==> config.mk <==
export PLATFORM = sky130hd
export DESIGN_NAME = cfg_timer
export DESIGN_NICKNAME = d
export VERILOG_FILES = /design/src/rtl/cfg_timer_pkg.sv /design/src/rtl/cfg_timer_sync.sv /design/src/rtl/cfg_timer_presc.sv /design/src/rtl/cfg_timer_core.sv /design/src/rtl/cfg_timer.sv
export SDC_FILE = /design/constraint.sdc
export NUM_CORES = 1
export LEC_CHECK = 0
export ABC_CLOCK_PERIOD_IN_PS = 5400
export CAP_MARGIN = 20
export CORE_MARGIN = 2
export CORE_UTILIZATION = 30
export DETAILED_ROUTE_END_ITERATION = 8
export GPL_ROUTABILITY_DRIVEN = 0
export PLACE_DENSITY = 0.44
export SETUP_SLACK_MARGIN = 0.4
export SYNTH_ARGS = -nofsm -noshare
export SYNTH_HDL_FRONTEND = slang
export SYNTH_SLANG_ARGS = --single-unit
==> constraint.sdc <==
create_clock -name clk_i -period 5.4 [get_ports clk_i]
set_input_delay 1.08 -clock clk_i [delete_from_list [all_inputs] [get_ports clk_i]]
set_output_delay 1.08 -clock clk_i [all_outputs]
set_load 0.1 [all_outputs]
==> src/rtl/cfg_timer_pkg.sv <==
package cfg_timer_pkg;
  localparam int RUN_BIT  = 15;
  localparam int HALT_BIT = 10;
  localparam int CLR_BIT  = 9;
  localparam int SEL_LSB  = 6;
  localparam int SEL_W    = 3;
  localparam int MODE_LSB = 4;
  localparam int IE_BIT   = 3;
  localparam int DOWN_BIT = 2;
  localparam int WIDE_BIT = 1;
  localparam int RLD_BIT  = 0;

  typedef enum logic [1:0] {
    MODE_FREE    = 2'd0,
    MODE_GATE_LO = 2'd1,
    MODE_GATE_HI = 2'd2,
    MODE_CHAIN   = 2'd3
  } tmr_mode_e;

  typedef struct packed {
    logic             run;
    logic             dbg_halt;
    logic [SEL_W-1:0] src_sel;
    tmr_mode_e        mode;
    logic             irq_en;
    logic             down;
    logic             wide;
    logic             reload_en;
  } tmr_ctrl_t;

  function automatic tmr_ctrl_t decode_ctrl(input logic [15:0] w);
    tmr_ctrl_t c;
    c.run       = w[RUN_BIT];
    c.dbg_halt  = w[HALT_BIT];
    c.src_sel   = w[SEL_LSB +: SEL_W];
    c.mode      = tmr_mode_e'(w[MODE_LSB +: 2]);
    c.irq_en    = w[IE_BIT];
    c.down      = w[DOWN_BIT];
    c.wide      = w[WIDE_BIT];
    c.reload_en = w[RLD_BIT];
    return c;
  endfunction
endpackage

==> src/rtl/cfg_timer_sync.sv <==
module cfg_timer_sync #(
  parameter int STAGES = 2
) (
  input  logic clk_i,
  input  logic rst_ni,
  input  logic d_i,
  output logic q_o
);
  logic [STAGES-1:0] sh_q;

  always_ff @(posedge clk_i or negedge rst_ni) begin
    if (!rst_ni) sh_q <= '0;
    else         sh_q <= {sh_q[STAGES-2:0], d_i};
  end

  assign q_o = sh_q[STAGES-1];
endmodule

==> src/rtl/cfg_timer_presc.sv <==
module cfg_timer_presc #(
  parameter int SEL_W     = 3,
  parameter int DIV_STEPS = 7
) (
  input  logic             clk_i,
  input  logic             rst_ni,
  input  logic [SEL_W-1:0] sel_i,
  output logic             tick_o
);
  localparam int PW    = DIV_STEPS - 1;
  localparam int NSEL  = 2 ** SEL_W;
  localparam int PAD_W = NSEL - DIV_STEPS;

  logic [PW-1:0]        cnt_q;
  logic [DIV_STEPS-1:0] tick_vec;
  logic [NSEL-1:0]      tick_all;

  always_ff @(posedge clk_i or negedge rst_ni) begin
    if (!rst_ni) cnt_q <= '0;
    else         cnt_q <= cnt_q + 1'b1;
  end

  assign tick_vec[0] = 1'b1;
  for (genvar k = 1; k < DIV_STEPS; k++) begin : g_div
    assign tick_vec[k] = &cnt_q[k-1:0];
  end

  assign tick_all = {{PAD_W{1'b0}}, tick_vec};
  assign tick_o   = tick_all[sel_i];

  AST_DIV2_ALT: assert property (@(posedge clk_i) disable iff (!rst_ni)
    (sel_i == SEL_W'(1) && $past(sel_i) == SEL_W'(1) && tick_o) |-> !$past(tick_o));
endmodule

==> src/rtl/cfg_timer_core.sv <==
module cfg_timer_core #(
  parameter int CNT_W = 32
) (
  input  logic             clk_i,
  input  logic             rst_ni,
  input  logic             tick_i,
  input  logic             down_i,
  input  logic             wide_i,
  input  logic             reload_en_i,
  input  logic             load_i,
  input  logic [CNT_W-1:0] load_val_i,
  input  logic [CNT_W-1:0] reload_val_i,
  output logic [CNT_W-1:0] cnt_o,
  output logic             tc_evt_o,
  output logic             tc_o
);
  localparam int HALF_W = CNT_W / 2;

  logic [CNT_W-1:0] cnt_q, cnt_d, mask, term, cur, step_m;
  logic             at_term, tc_q;

  always_comb begin
    mask     = wide_i ? '1 : {{(CNT_W-HALF_W){1'b0}}, {HALF_W{1'b1}}};
    term     = down_i ? '0 : mask;
    cur      = cnt_q & mask;
    step_m   = (down_i ? cur - 1'b1 : cur + 1'b1) & mask;
    at_term  = (cur == term);
    tc_evt_o = !load_i && tick_i && !at_term && (step_m == term);
    cnt_d    = cur;
    if (load_i)       cnt_d = load_val_i & mask;
    else if (tick_i) begin
      if (!at_term)        cnt_d = step_m;
      else if (reload_en_i) cnt_d = reload_val_i & mask;
    end
  end

  always_ff @(posedge clk_i or negedge rst_ni) begin
    if (!rst_ni) begin
      cnt_q <= '0;
      tc_q  <= 1'b0;
    end else begin
      cnt_q <= cnt_d;
      tc_q  <= tc_evt_o;
    end
  end

  assign cnt_o = cnt_q;
  assign tc_o  = tc_q;

  AST_TC_SINGLE: assert property (@(posedge clk_i) disable iff (!rst_ni)
    tc_q |=> !tc_q);
  AST_NARROW_UPPER: assert property (@(posedge clk_i) disable iff (!rst_ni)
    !wide_i |=> (cnt_q[CNT_W-1:HALF_W] == '0));
  AST_TC_AT_TERM: assert property (@(posedge clk_i) disable iff (!rst_ni)
    tc_evt_o |=> (cnt_q == $past(term)));
endmodule

==> src/rtl/cfg_timer.sv <==
module cfg_timer
  import cfg_timer_pkg::*;
#(
  parameter int CNT_W     = 32,
  parameter int DIV_STEPS = 7,
  parameter int SYNC_N    = 2
) (
  input  logic             clk_i,
  input  logic             rst_ni,
  input  logic             wr_i,
  input  logic             wr_addr_i,
  input  logic [CNT_W-1:0] wr_data_i,
  input  logic             ext_clk_i,
  input  logic             gate_i,
  input  logic             lower_tc_i,
  input  logic             debug_i,
  output logic [CNT_W-1:0] count_o,
  output logic             tc_o,
  output logic             irq_o
);
  tmr_ctrl_t        ctrl_q;
  logic [CNT_W-1:0] reload_q;
  logic             irq_flag_q;
  logic             ext_s, ext_d_q, ext_rise, gate_s;
  logic             presc_tick, src_tick, tick, halt;
  logic             ctrl_wr, load_wr, irq_clr, tc_evt;

  assign ctrl_wr = wr_i && !wr_addr_i;
  assign load_wr = wr_i &&  wr_addr_i;
  assign irq_clr = ctrl_wr && wr_data_i[CLR_BIT];

  always_ff @(posedge clk_i or negedge rst_ni) begin
    if (!rst_ni) begin
      ctrl_q   <= '0;
      reload_q <= '0;
    end else begin
      if (ctrl_wr) ctrl_q   <= decode_ctrl(wr_data_i[15:0]);
      if (load_wr) reload_q <= wr_data_i;
    end
  end

  cfg_timer_sync #(.STAGES(SYNC_N)) u_sync_ext (
    .clk_i(clk_i), .rst_ni(rst_ni), .d_i(ext_clk_i), .q_o(ext_s));
  cfg_timer_sync #(.STAGES(SYNC_N)) u_sync_gate (
    .clk_i(clk_i), .rst_ni(rst_ni), .d_i(gate_i), .q_o(gate_s));

  always_ff @(posedge clk_i or negedge rst_ni) begin
    if (!rst_ni) ext_d_q <= 1'b0;
    else         ext_d_q <= ext_s;
  end
  assign ext_rise = ext_s && !ext_d_q;

  cfg_timer_presc #(.SEL_W(SEL_W), .DIV_STEPS(DIV_STEPS)) u_presc (
    .clk_i(clk_i), .rst_ni(rst_ni), .sel_i(ctrl_q.src_sel), .tick_o(presc_tick));

  // source select 7 means external edges; otherwise prescaled ticks
  always_comb begin
    logic base;
    base = (ctrl_q.src_sel == '1) ? ext_rise : presc_tick;
    unique case (ctrl_q.mode)
      MODE_FREE:    src_tick = base;
      MODE_GATE_LO: src_tick = base && !gate_s;
      MODE_GATE_HI: src_tick = base &&  gate_s;
      MODE_CHAIN:   src_tick = lower_tc_i;
      default:      src_tick = 1'b0;
    endcase
  end

  assign halt = ctrl_q.dbg_halt && debug_i;
  assign tick = ctrl_q.run && !halt && src_tick;

  cfg_timer_core #(.CNT_W(CNT_W)) u_core (
    .clk_i        (clk_i),
    .rst_ni       (rst_ni),
    .tick_i       (tick),
    .down_i       (ctrl_q.down),
    .wide_i       (ctrl_q.wide),
    .reload_en_i  (ctrl_q.reload_en),
    .load_i       (load_wr),
    .load_val_i   (wr_data_i),
    .reload_val_i (reload_q),
    .cnt_o        (count_o),
    .tc_evt_o     (tc_evt),
    .tc_o         (tc_o)
  );

  // set wins over clear
  always_ff @(posedge clk_i or negedge rst_ni) begin
    if (!rst_ni)      irq_flag_q <= 1'b0;
    else if (tc_evt)  irq_flag_q <= 1'b1;
    else if (irq_clr) irq_flag_q <= 1'b0;
  end

  assign irq_o = irq_flag_q && ctrl_q.irq_en;

  AST_IRQ_STICKY: assert property (@(posedge clk_i) disable iff (!rst_ni)
    (irq_flag_q && !irq_clr) |=> irq_flag_q);
  AST_IRQ_FOLLOWS_TC: assert property (@(posedge clk_i) disable iff (!rst_ni)
    tc_o |-> irq_flag_q);
  AST_STOPPED_HOLD: assert property (@(posedge clk_i) disable iff (!rst_ni)
    (!ctrl_q.run && !wr_i) |=> $stable(count_o));
  AST_DEBUG_HOLD: assert property (@(posedge clk_i) disable iff (!rst_ni)
    (ctrl_q.dbg_halt && debug_i && !wr_i) |=> $stable(count_o));
  AST_CHAIN_IDLE: assert property (@(posedge clk_i) disable iff (!rst_ni)
    (ctrl_q.mode == MODE_CHAIN && !lower_tc_i && !wr_i) |=> $stable(count_o));
endmodule

==> flow_metrics.tcl <==
set metrics [dict create \
    synth_simple_gate_area_share_pct 23.8 \
    synth_xor_area_share_pct 2.94 \
    synth_fa_ha_area_share_pct 7.19 \
    yosysTopAreaCell "dfrtp_1" \
    clk_latency_ps 350 \
    timing.fmax_ghz 0.223 \
    r2r_cells 12 \
    min_period_over_period_pct 83.1 \
    synthFlopType "dfrtp_1" \
    dpl.hpwl_um 16800 \
    wl_per_cell_um 19.7 \
    start_util_pct 30.3 \
    diodes 0 \
    cp-startpoint "ctrl_q[2]" \
    final.setup.worst_slack_ps 913 \
    ys_warn_count 0 \
    top_level_ports 74 \
    r2r_slack_ps 910 \
    cts-root-buf "clkbuf_16" \
    grt_max_degree 52 \
    pre_cts_slack_ps 1010 \
    fp.coreArea_um2 21600 \
    timing.final.crit_period_ps 4490 \
    use_met1_pct 28.6 \
    nets 920 \
    drt_pass1_iterations 4 \
    synth_area_um2 6550 \
    tightest_slew_ps 998 \
    critPathLaunchType "flop" \
    post-cts-setup-buffers 0 \
    drc 0 \
    dieArea_um2 23000 \
    maxSlewHeadroom_pct 33.3 \
    synth_top_family_by_area "compound AO/OA/AOI/OAI gates" \
    vdd_drop_max_mv 0.168 \
    cts_max_path_buffers 2 \
    detail-route-antenna-nets 0 \
    path_class "flop to flop" \
    synth_cells 797 \
    htreeDepth 3 \
    drive_above_1_share_pct 5.54 \
    fin_area_um2 7740 \
    avgSynthCellArea_um2 8.21 \
    p_leak_nw 3.31 \
    grt_first_pass_wirelength_um 34900 \
    syn_to_final_growth_pct 18.3 \
    syn-num-nets 874 \
    rows 54 \
    synth_edf_count 0 \
    cap_violations 0 \
    worstPathMaxFanout 22 \
    synth-async-reset-ratio_pct 100 \
    synth_compound_area_share_pct 23.8 \
    endpoint_kind "flop" \
    num_vias 6291 \
    wl_um 22200 \
    synth_area_leaders "dfrtp_1 (34%), nand2_1 (7.9%), ha_1 (6.9%), a21oi_1 (4.4%), o21ai_0 (3.4%)" \
    busiest_layer "met2" \
    muxShareOfSynthArea_pct 3.21 \
    track_usage_pct 19.7 \
    final_hold_viol_count 0 \
    synthTopCellsByCount "nand2_1 (138), dfrtp_1 (88), a21oi_1 (58)" \
    synth.most_common_cell "nand2_1" \
    fin_setup_tns_ps 0 \
    slew_viol_final 0 \
    hold_end "u_sync_gate.sh_q[1]" \
    rsz0062_at_grt "false" \
    drtIter0Drc 406 \
    status "completed" \
    r2r_end "u_core.tc_o" \
    ys_seq_area_share_pct 33.6 \
    clk_pin_slew_ps 70 \
    synth_top_area_share_pct 33.6 \
    die_h_um 152 \
    setup-violations-final 0 \
    clock_sinks 88 \
    ys_seq_elements 88 \
    die_w_um 152 \
    dpl_cell_area_um2 7440 \
    power_density_nw_per_um2 397 \
    finalClockSkew_ps 15.4 \
    grt-ovfl-total 0 \
    routed_via_density 5.58 \
    ys_types 76 \
    cts.hold.buffers_added 0 \
    grt_use_met3_pct 2.46 \
    rr_startpoint "ctrl_q[2]" \
    antenna_found_initial 0 \
    critPathRequiredTime_ps 5670 \
    numPortBuffers 73 \
    hold_depth 0 \
    post_cts_resized 0 \
    cts_buffers 9 \
    grt_pass1_vias 6238 \
    min_path_type "flop to flop" \
    grtUsageMet2_pct 31.4 \
    worstHoldStart "u_sync_gate.sh_q[0]" \
    cts_tree "done" \
    crit_arrival_ps 4750 \
]
==> report_power, final <==
part | internal, mW | total, mW | switching [mW]
sequential | 0.747 | 0.870 | 0.123
clock | 0.374 | 0.644 | 0.270
combinational | 0.486 | 1.56 | 1.08
total | 1.61 | 3.08 | 1.47
==> layout make-up <==
cell class                 instances  area, um^2
clock buffer                      10         239
clock inverter                     6        66.3
fill                            2293       13900
inverter                          28         105
multi-input combinational        635        3990
sequential                        88        2200
tap                              280         350
timing repair buffer              81         788
==> metrics by stage <==
stage | std cells | total power, mW | hold WS [ps] | util, %
after global placement | 1112 | 2.42 | 334 | 34.4
after floorplan | 797 | 1.99 | 331 | -
after CTS | 1128 | 3.08 | 356 | 35.8
final | 1128 | 3.08 | 356 | 35.8
after global routing | 1128 | 3.26 | 367 | 35.8
after detailed placement | 1112 | 2.42 | 340 | 34.4
==> registers in the layout, summed over array words and instances (netlist names) <==
register and flops:
u_core.tc_o 1, irq_flag_q 1, reload_q 32, u_core.cnt_o 32, u_sync_ext.sh_q 2, u_presc.cnt_q 6
ext_d_q 1, ctrl_q 11, u_sync_gate.sh_q 2
==> worst max-delay path by stage <==
| stage | cells past startpoint | slack [ps] | endpoint |
|---|---|---|---|
| after floorplan | 12 | 1620 | u_core.tc_o |
| after global placement | 12 | 1160 | u_core.tc_o |
| after detailed placement | 12 | 1010 | u_core.tc_o |
| after CTS | 12 | 990 | u_core.tc_o |
| after global routing | 12 | 450 | u_core.tc_o |
| final | 12 | 910 | u_core.tc_o |
==> logic make-up (layout without fill, tap and decap cells) <==
logic type                 count (synthesis)  in the layout
and+or+nand+nor                          326            326
AOI/OAI and AO/OA                        231            231
xor gates and xnor gates                  22             22
muxes                                     19             19
buffers and inverters                     74            125
DFF                                       88             88
adders and majority gates                 37             37
==> layout by cell type (no fill, tap or decap), types with 12 or more instances in the layout <==
cell type and instances:
mux2i_1 12, nor2_1 55, ha_1 36, a31oi_1 18, inv_1 28, xor2_1 13, nand4_1 20, o21ai_0 45
clkdlybuf4s50_1 72, a21oi_1 58, nand3_1 23, o221ai_1 17, dfrtp_1 88, nand2_1 138, and2_1 21
==> worst max-delay path, cell delays in order (launching register included) <==
cell      delay (ps)
dfrtp_1          880
inv_1            300
fa_1             480
nand2b_1         180
a21oi_1          360
o21ai_1          290
a31oi_1          610
o32ai_1          220
xor2_1           210
or4_1            540
o21ai_1          110
o21ai_1           90
a21oi_1          150
==> routing by layer <==
metal	wire [um]	part of all wire, %	vias up
met2	10300	46	143
li1	-	-	3021
met5	0	0	-
met4	182	0.82	0
met1	10900	49	3115
met3	877	4.0	12
Power figures use the tool's default switching activity.
